===== src/rtl/fpll_seq_pkg.sv =====
package fpll_seq_pkg;

   localparam int MFI_W     = 9;
   localparam int MFN_W     = 30;
   localparam int MFD_W     = 30;
   localparam int RDIV_W    = 3;
   localparam int ODIV_W    = 8;
   localparam int RATE_W    = 32;
   localparam int MAX_RATES = 8;

   localparam int CTL_PWR = 0;
   localparam int CTL_OEN = 1;
   localparam int CTL_BYP = 2;

   typedef struct packed {
      logic [RATE_W-1:0] khz;
      logic [MFI_W-1:0]  mfi;
      logic [MFN_W-1:0]  mfn;
      logic [MFD_W-1:0]  mfd;
      logic [RDIV_W-1:0] rdiv;
      logic [ODIV_W-1:0] odiv;
   } rate_ent_t;

   typedef enum logic [3:0] {
      ST_IDLE,
      ST_UP_PWR,
      ST_UP_OEN,
      ST_RT_PWR,
      ST_RT_BYP,
      ST_RT_WR,
      ST_SETTLE,
      ST_LOCK,
      ST_DONE
   } seq_state_t;

   function automatic rate_ent_t mk_ent(input int khz, input int mfi, input int mfn,
                                        input int mfd, input int rdiv, input int odiv);
      rate_ent_t e;
      e.khz  = RATE_W'(khz);
      e.mfi  = MFI_W'(mfi);
      e.mfn  = MFN_W'(mfn);
      e.mfd  = MFD_W'(mfd);
      e.rdiv = RDIV_W'(rdiv);
      e.odiv = ODIV_W'(odiv);
      return e;
   endfunction

   // Settings for a 24 MHz reference; lower index wins on duplicates.
   function automatic rate_ent_t rate_entry(input int idx);
      case (idx)
         0:       return mk_ent(600000, 200,  0,   1, 1, 8);
         1:       return mk_ent(480000, 160,  0,   1, 1, 8);
         2:       return mk_ent(750000, 187, 50, 100, 1, 6);
         3:       return mk_ent(320000, 160,  0,   1, 1, 12);
         4:       return mk_ent(368640, 153, 60, 100, 1, 10);
         5:       return mk_ent(1000000, 125, 0,   1, 1, 3);
         6:       return mk_ent(400000, 150,  0,   1, 1, 9);
         default: return mk_ent(288000, 144,  0,   1, 1, 12);
      endcase
   endfunction

endpackage


===== src/rtl/fpll_sync.sv =====
module fpll_sync #(
   parameter int STAGES = 2
) (
   input  logic clk,
   input  logic rst_n,
   input  logic d,
   output logic q
);
   if (STAGES < 2) begin : g_bad_stages
      $error("fpll_sync needs at least two stages");
   end

   logic [STAGES-1:0] sr;

   always_ff @(posedge clk or negedge rst_n) begin
      if (!rst_n) sr <= '0;
      else        sr <= {sr[STAGES-2:0], d};
   end

   assign q = sr[STAGES-1];
endmodule


===== src/rtl/fpll_timer.sv =====
module fpll_timer #(
   parameter int W = 14
) (
   input  logic         clk,
   input  logic         rst_n,
   input  logic         clr,
   input  logic         en,
   output logic [W-1:0] cnt
);
   if (W < 1) begin : g_bad_width
      $error("fpll_timer width must be positive");
   end

   always_ff @(posedge clk or negedge rst_n) begin
      if (!rst_n)   cnt <= '0;
      else if (clr) cnt <= '0;
      else if (en)  cnt <= cnt + W'(1);
   end
endmodule


===== src/rtl/fpll_rate_lut.sv =====
module fpll_rate_lut
   import fpll_seq_pkg::*;
#(
   parameter int NUM_RATES = 8
) (
   input  logic [RATE_W-1:0] req_khz,
   output logic              hit,
   output rate_ent_t         ent
);
   if (NUM_RATES < 1 || NUM_RATES > MAX_RATES) begin : g_bad_rates
      $error("fpll_rate_lut NUM_RATES out of range");
   end

   logic [NUM_RATES-1:0] match;
   rate_ent_t            rom [NUM_RATES];

   for (genvar g = 0; g < NUM_RATES; g++) begin : g_ent
      assign rom[g]   = rate_entry(g);
      assign match[g] = (req_khz == rom[g].khz);
   end

   always_comb begin
      hit = |match;
      ent = '0;
      for (int i = NUM_RATES - 1; i >= 0; i--) begin
         if (match[i]) ent = rom[i];
      end
   end
endmodule


===== src/rtl/fpll_seq.sv =====
module fpll_seq
   import fpll_seq_pkg::*;
#(
   parameter int CYC_PER_US  = 50,
   parameter int SETTLE_US   = 5,
   parameter int LOCK_US     = 200,
   parameter int SYNC_STAGES = 2,
   parameter int NUM_RATES   = 8
) (
   input  logic              clk,
   input  logic              rst_n,
   input  logic              cmd_up,
   input  logic              cmd_down,
   input  logic              cmd_rate,
   input  logic [31:0]       req_khz,
   input  logic              lock_raw,
   input  logic [29:0]       mfn_readback,
   output logic [2:0]        ctl_word,
   output logic [8:0]        div_mfi,
   output logic [29:0]       div_mfn,
   output logic [29:0]       div_mfd,
   output logic [2:0]        div_rdiv,
   output logic [7:0]        div_odiv,
   output logic              busy,
   output logic              done,
   output logic              err_timeout,
   output logic              warn_mfn
);
   localparam int SETTLE_CYC = CYC_PER_US * SETTLE_US;
   localparam int LOCK_CYC   = CYC_PER_US * LOCK_US;
   localparam int MAX_CYC    = (SETTLE_CYC > LOCK_CYC) ? SETTLE_CYC : LOCK_CYC;
   localparam int TMR_W      = $clog2(MAX_CYC + 1);

   if (CYC_PER_US < 1 || SETTLE_US < 1 || LOCK_US < 1) begin : g_bad_time
      $error("fpll_seq timing parameters must be positive");
   end
   if (MFN_W != 30 || MFI_W != 9 || MFD_W != 30 || RDIV_W != 3 || ODIV_W != 8) begin : g_bad_fields
      $error("fpll_seq port widths disagree with the package fields");
   end

   // lock synchroniser
   logic lock_s;
   fpll_sync #(.STAGES(SYNC_STAGES)) u_sync (
      .clk(clk), .rst_n(rst_n), .d(lock_raw), .q(lock_s)
   );

   // rate table search
   logic      lut_hit;
   rate_ent_t lut_ent;
   fpll_rate_lut #(.NUM_RATES(NUM_RATES)) u_lut (
      .req_khz(req_khz), .hit(lut_hit), .ent(lut_ent)
   );

   // shared interval timer for settle and lock windows
   seq_state_t       state;
   logic [TMR_W-1:0] tmr;
   logic             settle_last, lock_last, tmr_clr, tmr_en;

   assign settle_last = (state == ST_SETTLE) && (tmr == TMR_W'(SETTLE_CYC - 1));
   assign lock_last   = (state == ST_LOCK)   && (tmr == TMR_W'(LOCK_CYC - 1));
   assign tmr_clr     = (state == ST_RT_WR) || (state == ST_UP_OEN) || settle_last;
   assign tmr_en      = (state == ST_SETTLE) || (state == ST_LOCK);

   fpll_timer #(.W(TMR_W)) u_tmr (
      .clk(clk), .rst_n(rst_n), .clr(tmr_clr), .en(tmr_en), .cnt(tmr)
   );

   rate_ent_t pend;
   logic      op_rate;
   logic [2:0] ctl_q;

   always_ff @(posedge clk or negedge rst_n) begin
      if (!rst_n) begin
         state       <= ST_IDLE;
         ctl_q       <= '0;
         pend        <= '0;
         op_rate     <= 1'b0;
         div_mfi     <= '0;
         div_mfn     <= '0;
         div_mfd     <= '0;
         div_rdiv    <= '0;
         div_odiv    <= '0;
         err_timeout <= 1'b0;
         warn_mfn    <= 1'b0;
      end else begin
         case (state)
            ST_IDLE: begin
               if (cmd_down) begin
                  err_timeout    <= 1'b0;
                  warn_mfn       <= 1'b0;
                  ctl_q[CTL_PWR] <= 1'b0;
                  state          <= ST_DONE;
               end else if (cmd_up) begin
                  err_timeout <= 1'b0;
                  warn_mfn    <= 1'b0;
                  op_rate     <= 1'b0;
                  if (ctl_q[CTL_PWR]) begin
                     state <= ST_DONE;
                  end else begin
                     ctl_q[CTL_BYP] <= 1'b1;
                     state          <= ST_UP_PWR;
                  end
               end else if (cmd_rate && lut_hit) begin
                  err_timeout    <= 1'b0;
                  warn_mfn       <= 1'b0;
                  op_rate        <= 1'b1;
                  pend           <= lut_ent;
                  ctl_q[CTL_OEN] <= 1'b0;
                  state          <= ST_RT_PWR;
               end
            end
            ST_UP_PWR: begin
               ctl_q[CTL_PWR] <= 1'b1;
               state          <= ST_UP_OEN;
            end
            ST_UP_OEN: begin
               ctl_q[CTL_OEN] <= 1'b1;
               state          <= ST_LOCK;
            end
            ST_RT_PWR: begin
               ctl_q[CTL_PWR] <= 1'b0;
               state          <= ST_RT_BYP;
            end
            ST_RT_BYP: begin
               ctl_q[CTL_BYP] <= 1'b0;
               state          <= ST_RT_WR;
            end
            ST_RT_WR: begin
               div_mfi  <= pend.mfi;
               div_mfn  <= pend.mfn;
               div_mfd  <= pend.mfd;
               div_rdiv <= pend.rdiv;
               div_odiv <= pend.odiv;
               state    <= ST_SETTLE;
            end
            ST_SETTLE: begin
               if (settle_last) begin
                  ctl_q[CTL_PWR] <= 1'b1;
                  state          <= ST_LOCK;
               end
            end
            ST_LOCK: begin
               if (lock_s) begin
                  if (op_rate) begin
                     ctl_q[CTL_OEN] <= 1'b1;
                     warn_mfn       <= (mfn_readback != div_mfn);
                  end else begin
                     ctl_q[CTL_BYP] <= 1'b0;
                  end
                  state <= ST_DONE;
               end else if (lock_last) begin
                  err_timeout    <= 1'b1;
                  ctl_q[CTL_OEN] <= 1'b0;
                  state          <= ST_DONE;
               end
            end
            ST_DONE:  state <= ST_IDLE;
            default:  state <= ST_IDLE;
         endcase
      end
   end

   assign ctl_word = ctl_q;
   assign busy     = (state != ST_IDLE);
   assign done     = (state == ST_DONE);
endmodule


===== config.mk =====
export PLATFORM = sky130hd
export DESIGN_NAME = fpll_seq
export DESIGN_NICKNAME = d
export VERILOG_FILES = /design/src/rtl/fpll_seq_pkg.sv /design/src/rtl/fpll_sync.sv /design/src/rtl/fpll_timer.sv /design/src/rtl/fpll_rate_lut.sv /design/src/rtl/fpll_seq.sv
export SDC_FILE = /design/constraint.sdc
export NUM_CORES = 1
export LEC_CHECK = 0
export ABC_AREA = 1
export CORE_MARGIN = 8
export CORE_UTILIZATION = 40
export CTS_CLUSTER_DIAMETER = 100
export DETAILED_ROUTE_END_ITERATION = 10
export HOLD_SLACK_MARGIN = 0.05
export PLACE_DENSITY = 0.72
export SKIP_CTS_REPAIR_TIMING = 1
export SYNTH_ARGS = -nofsm -noshare
export SYNTH_HDL_FRONTEND = slang
export SYNTH_SLANG_ARGS = --single-unit
export TNS_END_PERCENT = 20

===== constraint.sdc =====
create_clock -name clk -period 1.9 [get_ports clk]
set_input_delay 0.38 -clock clk [delete_from_list [all_inputs] [get_ports clk]]
set_output_delay 0.38 -clock clk [all_outputs]
set_load 0.005 [all_outputs]

==> results of run 1 <==
-- flip-flops by register name (all words and copies together), names as in the netlist --
name / cells
u_sync.sr: 2
div_mfn: 3
err_timeout: 1
op_rate: 1
div_mfd: 1
ctl_word: 3
div_rdiv: 1
div_mfi: 6
warn_mfn: 1
state: 4
div_odiv: 4
pend: 15
u_tmr.cnt: 14
-- area by class of cell --
| type | instances | area (um^2) |
|---|---|---|
| flip-flops and latches | 56 | 1400 |
| multi-input cells | 551 | 2750 |
| inverters | 81 | 304 |
| clock inverters | 2 | 10.0 |
| well taps | 143 | 179 |
| repair buffers | 176 | 1670 |
| fillers | 1090 | 4820 |
| clock buffers | 6 | 139 |
-- cell families after synthesis --
| family | Yosys count | share of synthesized area |
|---|---|---|
| and+or+nand+nor | 431 | 0.424 |
| buffers and inverters | 150 | 0.180 |
| DFF | 56 | 0.308 |
| AOI/OAI and AO/OA | 47 | 0.0608 |
| xor gates and xnor gates | 11 | 0.0212 |
| adders and majority gates | 2 | 0.00550 |
| other | 1 | 0.000825 |
-- stage by stage --
stage / cell area [um^2] / worst slack [ns]
global route: 6450 / -0.130
global placement: 5950 / -0.478
floorplan: 4760 / 0.222
finish: 6450 / -0.0510
detailed placement: 5950 / -0.500
CTS: 6100 / -0.245
-- final timing paths --
| path | start | endpoint | slack, ns | cells after the start |
|---|---|---|---|---|
| max in group asynchronous | rst_n | state[3] | 0.83 | 3 |
| worst min register to register | u_sync.sr[0] | u_sync.sr[1] | 0.35 | 0 |
| worst max-delay path | state[2] | busy | -0.05 | 5 |
| worst min-delay path | u_sync.sr[0] | u_sync.sr[1] | 0.35 | 0 |
| worst max register to register | u_tmr.cnt[5] | u_tmr.cnt[3] | 0.14 | 11 |
| min in group asynchronous | rst_n | u_tmr.cnt[8] | 0.53 | 2 |
-- per-layer routing --
layer  vias up  share of wire  GRT usage  wire, um
met3        13          0.068     0.0368       850
met1      2098           0.44      0.193      5520
li1       2386              -          -         -
met2       141           0.48      0.281      5980
met5         -              0          0         0
met4         0          0.014     0.0434       170
-- power by group through the flow --
stage | sequential, W | combinational, W | clock, W
global route | 0.00161 | 0.00244 | 0.000997
finish | 0.00157 | 0.00218 | 0.000931
detailed placement | 0.00159 | 0.00213 | 0
floorplan | 0.00157 | 0.00129 | 0
CTS | 0.00156 | 0.00214 | 0.000959
global placement | 0.00158 | 0.00211 | 0
-- cells in the final DEF (no fill, tap or decap), types with 3 or more instances in the layout --
cell type,count
sky130_fd_sc_hd__clkdlybuf4s50_1,62
sky130_fd_sc_hd__nand3_4,4
sky130_fd_sc_hd__dfrtp_1,54
sky130_fd_sc_hd__nor2_2,26
sky130_fd_sc_hd__inv_2,19
sky130_fd_sc_hd__nor2_4,8
sky130_fd_sc_hd__inv_1,62
sky130_fd_sc_hd__nand2_4,10
sky130_fd_sc_hd__o21ai_1,9
sky130_fd_sc_hd__a21oi_1,5
sky130_fd_sc_hd__buf_6,4
sky130_fd_sc_hd__o21ai_2,6
sky130_fd_sc_hd__dlymetal6s2s_1,33
sky130_fd_sc_hd__nor3_1,6
sky130_fd_sc_hd__conb_1,58
sky130_fd_sc_hd__nand2_1,203
sky130_fd_sc_hd__xor2_1,10
sky130_fd_sc_hd__nor2_8,3
sky130_fd_sc_hd__o21ai_0,16
sky130_fd_sc_hd__nor2_1,98
sky130_fd_sc_hd__clkbuf_16,5
sky130_fd_sc_hd__buf_4,74
sky130_fd_sc_hd__nand4_1,10
sky130_fd_sc_hd__nand2_2,26
sky130_fd_sc_hd__nor4_1,6
sky130_fd_sc_hd__nand3_1,20
==> implementation parameters, run 1 <==
Parameter                              Value

Clock network
  Max H-tree Level ... 2
  Clock sink count ... 56
  Total CTS buffers ... 5
  Clock-pin slew of the registers on the worst-case setup and hold paths ... 0.07 ns
  Clock buffer depth ... 2
  CTS tree ... built
  Root buf cell ... sky130_fd_sc_hd__clkbuf_16
  Source-to-sink clock delay at the later pin of the worst-skew pair ... 0.29 ns

GRT
  Remaining Overflow, GRT ... 0
  Combined global-route utilization of all metal layers ... 0.160
  First-pass GRT wire length ... 19900 um
  Largest net degree at the start of global routing ... 44
  Vias in the first global route ... 4427
  Antenna violations before repair ... 0

Logic synthesis
  Most frequently used flop master after synthesis ... sky130_fd_sc_hd__dfrtp_1
  Fraction of registers with async set/reset ... 1.00
  Synth Warn # ... 0
  Netlist area before placement ... 4550 um^2
  Count of different cell masters after synthesis ... 43
  Avg Cell Area, Syn ... 6.51 um^2
  Area contributors post-synth ... sky130_fd_sc_hd__dfrtp_1 31%, sky130_fd_sc_hd__nand2_1 18%, sky130_fd_sc_hd__buf_4 11%, sky130_fd_sc_hd__nor2_1 9.7%, sky130_fd_sc_hd__inv_1 5.8%
  Number of synthesized flops with an enable pin ... 0
  Most frequent cell after synthesis ... sky130_fd_sc_hd__nand2_1
  Top cell type's share of synthesized area ... 0.308
  Gate count of the mapped netlist ... 698
  Post-synthesis cell type with the largest combined area ... sky130_fd_sc_hd__dfrtp_1
  Most numerous cell types in the synthesized netlist ... 220 x sky130_fd_sc_hd__nand2_1, 118 x sky130_fd_sc_hd__nor2_1, 70 x sky130_fd_sc_hd__inv_1
  Register area share after synthesis ... 0.308
  Total of flip-flops plus latches after synthesis ... 56

Timing
  Rel. slew slack ... 0.640
  Count of endpoints failing hold in the final timing report ... 0
  Slew at the pin closest to its max-slew limit ... 0.539 ns
  Smallest hold slack ... 0.350 ns
  Achievable clock frequency ... 513 MHz
  Clock skew after layout ... 0.00256 ns
  Final setup vio count ... 1
  Share of the clock period used by the worst path ... 1.03
  Number of max-slew violations in the final report ... 0
  Min Clock Period, post-route ... 1.95 ns
  Post-layout worst setup margin ... -0.0510 ns
  Unrepaired setup endpoints after global routing ... yes
  Total negative slack for setup checks ... -0.0510 ns

Route
  Number of iterations in the first detailed-routing pass ... 5
  Residual DRC ... 0
  Via count of the routed design ... 4638
  Mean routed wirelength per cell ... 12.3 um
  Via-per-instance ratio ... 4.57
  Total wire length ... 12500 um
  Initial drt markers ... 208
  Antenna viol nets, final ... 0

Finish
  Final non-filler cell total ... 1015
  Syn-to-layout area delta ... 41.9%
  ANT cells ... 0
  Share of the core filled with cells in the final layout ... 0.572
  Fraction of layout instances using a drive strength above 1 ... 0.227
  Final Net Count ... 941

Setup path
  Maximum single-stage delay on the critical path ... 0.45 ns
  Data arrival at the endpoint of the critical path ... 1.57 ns
  Type of the setup path with the least slack ... register to primary output
  CP Capture Type ... primary output
  Cell family with the largest share of critical-path delay ... buffers and inverters
  Worst path cell trace ... nor2_4 -> inv_2 -> nor2_4 -> inv_2 -> clkdlybuf4s50_1
  Critical Path Source Type ... register
  Total buffers and inverters traversed by the critical path ... 3
  Required time worst endpoint ... 1.52 ns
  Biggest fanout along the worst timing path ... 5
  Cell with the biggest individual delay on the critical path ... sky130_fd_sc_hd__clkdlybuf4s50_1

Power
  Static Leak ... 3.49 nW
  Power density over cell area ... 726 nW/um^2
  Power spent charging and discharging nets ... 0.00175 W
  Part of the power in the clock network ... 0.199
  Internal power component ... 0.00293 W
  Sequential fraction of design power ... 0.336
  Switching part of the total power ... 0.374
  Comb pwr share ... 0.465
  Overall power after layout ... 0.00468 W
  Worst vdd rail ir drop ... 417 uV

Placement
  HPWL after detailed placement ... 10100 um
  Port-buffer cells ... 96
  Cell total after placement ... 999
  Gpl congestion ... 0.918

Floorplan
  Site row count ... 39
  CORE AREA ... 11300 um^2
  Die Outline Area ... 15000 um^2
  Die span in y ... 123 um
  Chip Width ... 123 um
  Initial core utilization ... 0.403
  I/O pin count ... 155

Run
  Max-Cap Viols ... 0

Outcome
  Result of the run ... finished, violations left
  Failing checks ... negative setup slack

Hold path
  Classification of the worst-slack hold path ... register to register
Note: power is estimated with default switching activity, not from simulation.
==> inputs of run 2 (changes only) <==
--- a/config.mk
+++ b/config.mk
@@ -6,12 +6,14 @@
 export NUM_CORES = 1
 export LEC_CHECK = 0
 export ABC_AREA = 1
+export CORE_ASPECT_RATIO = 0.6
 export CORE_MARGIN = 8
 export CORE_UTILIZATION = 40
 export CTS_CLUSTER_DIAMETER = 100
 export DETAILED_ROUTE_END_ITERATION = 10
+export GPL_ROUTABILITY_DRIVEN = 1
 export HOLD_SLACK_MARGIN = 0.05
-export PLACE_DENSITY = 0.72
+export PLACE_DENSITY = 0.7
 export SKIP_CTS_REPAIR_TIMING = 1
 export SYNTH_ARGS = -nofsm -noshare
 export SYNTH_HDL_FRONTEND = slang
==> run 2 against run 1 <==
Compared with the run above: the flow still finishes with violations (negative setup slack); fmax is 1.1% lower; sequential cell count stayed put; sequential share of layout area is 0.26 points lower; global-route usage is 1.0 points higher; non-clock buffer count is 4 higher; final cell count is 0.59% higher; die area is 0.75% higher; critical endpoint unchanged; largest power group unchanged.
==> implementation parameters, run 2 (synthesis results as in run 1) <==
Parameter                              Value

Run
  Max-Cap Viols ... 0

Placement
  Port-buffer cells ... 96
  Gpl congestion ... 0.958
  Cell area after placement ... 5970 um^2
  HPWL after detailed placement ... 11000 um

Floorplan
  I/O pin count ... 155
  Initial core utilization ... 0.406
  Chip Width ... 154 um
  Die Outline Area ... 15100 um^2
  Die span in y ... 98.6 um
  Site row count ... 30
  CORE AREA ... 11200 um^2

Clock network
  Source-to-sink clock delay at the later pin of the worst-skew pair ... 0.31 ns
  Clock buffer depth ... 2
  Max H-tree Level ... 2
  Total CTS buffers ... 5
  Clock-pin slew of the registers on the worst-case setup and hold paths ... 0.08 ns
  CTS tree ... built
  Clock sink count ... 56
  Root buf cell ... sky130_fd_sc_hd__clkbuf_16

Timing
  Post-layout worst setup margin ... -0.0719 ns
  Smallest hold slack ... 0.0629 ns
  Number of max-slew violations in the final report ... 0
  Rel. slew slack ... 0.511
  Count of endpoints failing hold in the final timing report ... 0
  Clock skew after layout ... 0.0106 ns
  Final setup vio count ... 1
  Achievable clock frequency ... 507 MHz
  Slew at the pin closest to its max-slew limit ... 0.731 ns
  Share of the clock period used by the worst path ... 1.04
  Unrepaired setup endpoints after global routing ... yes
  Min Clock Period, post-route ... 1.97 ns

Setup path
  Type of the setup path with the least slack ... register to primary output
  Critical Path Source Type ... register
  Data arrival at the endpoint of the critical path ... 1.59 ns
  Register-to-register setup slack ... 0.11 ns
  Endpoint of the most critical setup path ... busy
  Worst R2R Path Depth ... 8
  Required time worst endpoint ... 1.52 ns
  Source of the worst register-to-register timing path ... state[3]
  Crit Reg-Reg Endpoint ... warn_mfn
  Biggest fanout along the worst timing path ... 5
  Startpoint of the worst setup timing path ... state[0]
  CP Capture Type ... primary output

Route
  Number of iterations in the first detailed-routing pass ... 5
  Via-per-instance ratio ... 4.70
  Via count of the routed design ... 4796
  Mean routed wirelength per cell ... 13.5 um
  Residual DRC ... 0
  Total wire length ... 13800 um
  Initial drt markers ... 454
  Antenna viol nets, final ... 0

Finish
  Share of the core filled with cells in the final layout ... 0.583
  Top flop regs ... pend x15, u_tmr.cnt x14, div_mfi x6
  Leading cell types in the layout, fill and taps excluded ... 197 x sky130_fd_sc_hd__nand2_1, 98 x sky130_fd_sc_hd__nor2_1, 80 x sky130_fd_sc_hd__buf_4
  Area of all placed cells without fillers ... 6520 um^2
  Top reg by flops ... pend
  Most frequent standard cell in the layout excluding fill and tap cells ... sky130_fd_sc_hd__nand2_1
  ANT cells ... 0
  Fraction of layout instances using a drive strength above 1 ... 0.233
  Max reg flops ... 15
  Syn-to-layout area delta ... 43.5%
  Final Net Count ... 946

GRT
  Largest net degree at the start of global routing ... 57
  Combined global-route utilization of all metal layers ... 0.171
  Antenna violations before repair ... 0
  Remaining Overflow, GRT ... 0
  Vias in the first global route ... 4372
  First-pass GRT wire length ... 21500 um

Hold path
  Classification of the worst-slack hold path ... input port to async pin

Power
  Power density over cell area ... 750 nW/um^2
  Worst vdd rail ir drop ... 589 uV
  Static Leak ... 3.53 nW
  Overall power after layout ... 0.00489 W

Outcome
  Result of the run ... finished, violations left
  Failing checks ... negative setup slack
## run 2: changes by cell type in the layout (fill, tap and decap cells not counted), sizes merged
cell,change
buf,+5
inv,+3
clkinv,-2
clkbuf,-1
dlygate4sd3,-1
nand3,+1
## run 2: layout make-up
| type | instances | area [um^2] |
|---|---|---|
| clock buffer | 5 | 125 |
| clock inverter | 3 | 28.8 |
| fill | 1042 | 4660 |
| inverter | 81 | 304 |
| multi-input combinational | 552 | 2790 |
| sequential | 56 | 1400 |
| tap | 144 | 180 |
| timing repair buffer | 180 | 1690 |
## run 2: report_power, final
part / switching (W) / leakage, nW / internal [W]
sequential: 0.000189 / 0.708 / 0.00139
combinational: 0.00127 / 2.75 / 0.00105
clock: 0.000480 / 0.0767 / 0.000509
## run 2: stage by stage
stage | worst slack (ns) | TNS [ns] | std cells
3_3_place_gp | -0.423 | -8.24 | 1003
5_1_grt | -0.130 | -0.278 | 1021
4_1_cts | -0.222 | -1.98 | 1011
2_1_floorplan | 0.222 | 0 | 755
3_5_place_dp | -0.467 | -8.76 | 1003
6_report | -0.0719 | -0.0719 | 1021
## run 2: worst min-delay path by stage
stage	slack, ns	depth (start not counted)	to
after floorplan	0.08	0	ctl_word[0]
after global placement	0.34	0	u_sync.sr[1]
after detailed placement	0.34	0	u_sync.sr[1]
after CTS	0.09	2	div_rdiv[0]
after global routing	0.09	2	pend[73]
final	0.06	2	pend[73]
## run 2: worst max-delay path: stages (launching register included)
cell and delay (ns):
sky130_fd_sc_hd__dfrtp_1 0.42, sky130_fd_sc_hd__nor2_2 0.15, sky130_fd_sc_hd__inv_2 0.08, sky130_fd_sc_hd__nor2_4 0.12
sky130_fd_sc_hd__inv_2 0.08, sky130_fd_sc_hd__clkdlybuf4s50_1 0.45
## run 2: routing by layer
layer | global-route usage | routed length, um | vias to the layer above | share of wire
li1 | - | - | 2407 | -
met1 | 0.275 | 7080 | 2128 | 0.51
met2 | 0.217 | 5030 | 251 | 0.37
met3 | 0.0481 | 1610 | 10 | 0.12
met4 | 0.0180 | 45 | 0 | 0.0033
met5 | 0 | 0 | - | 0
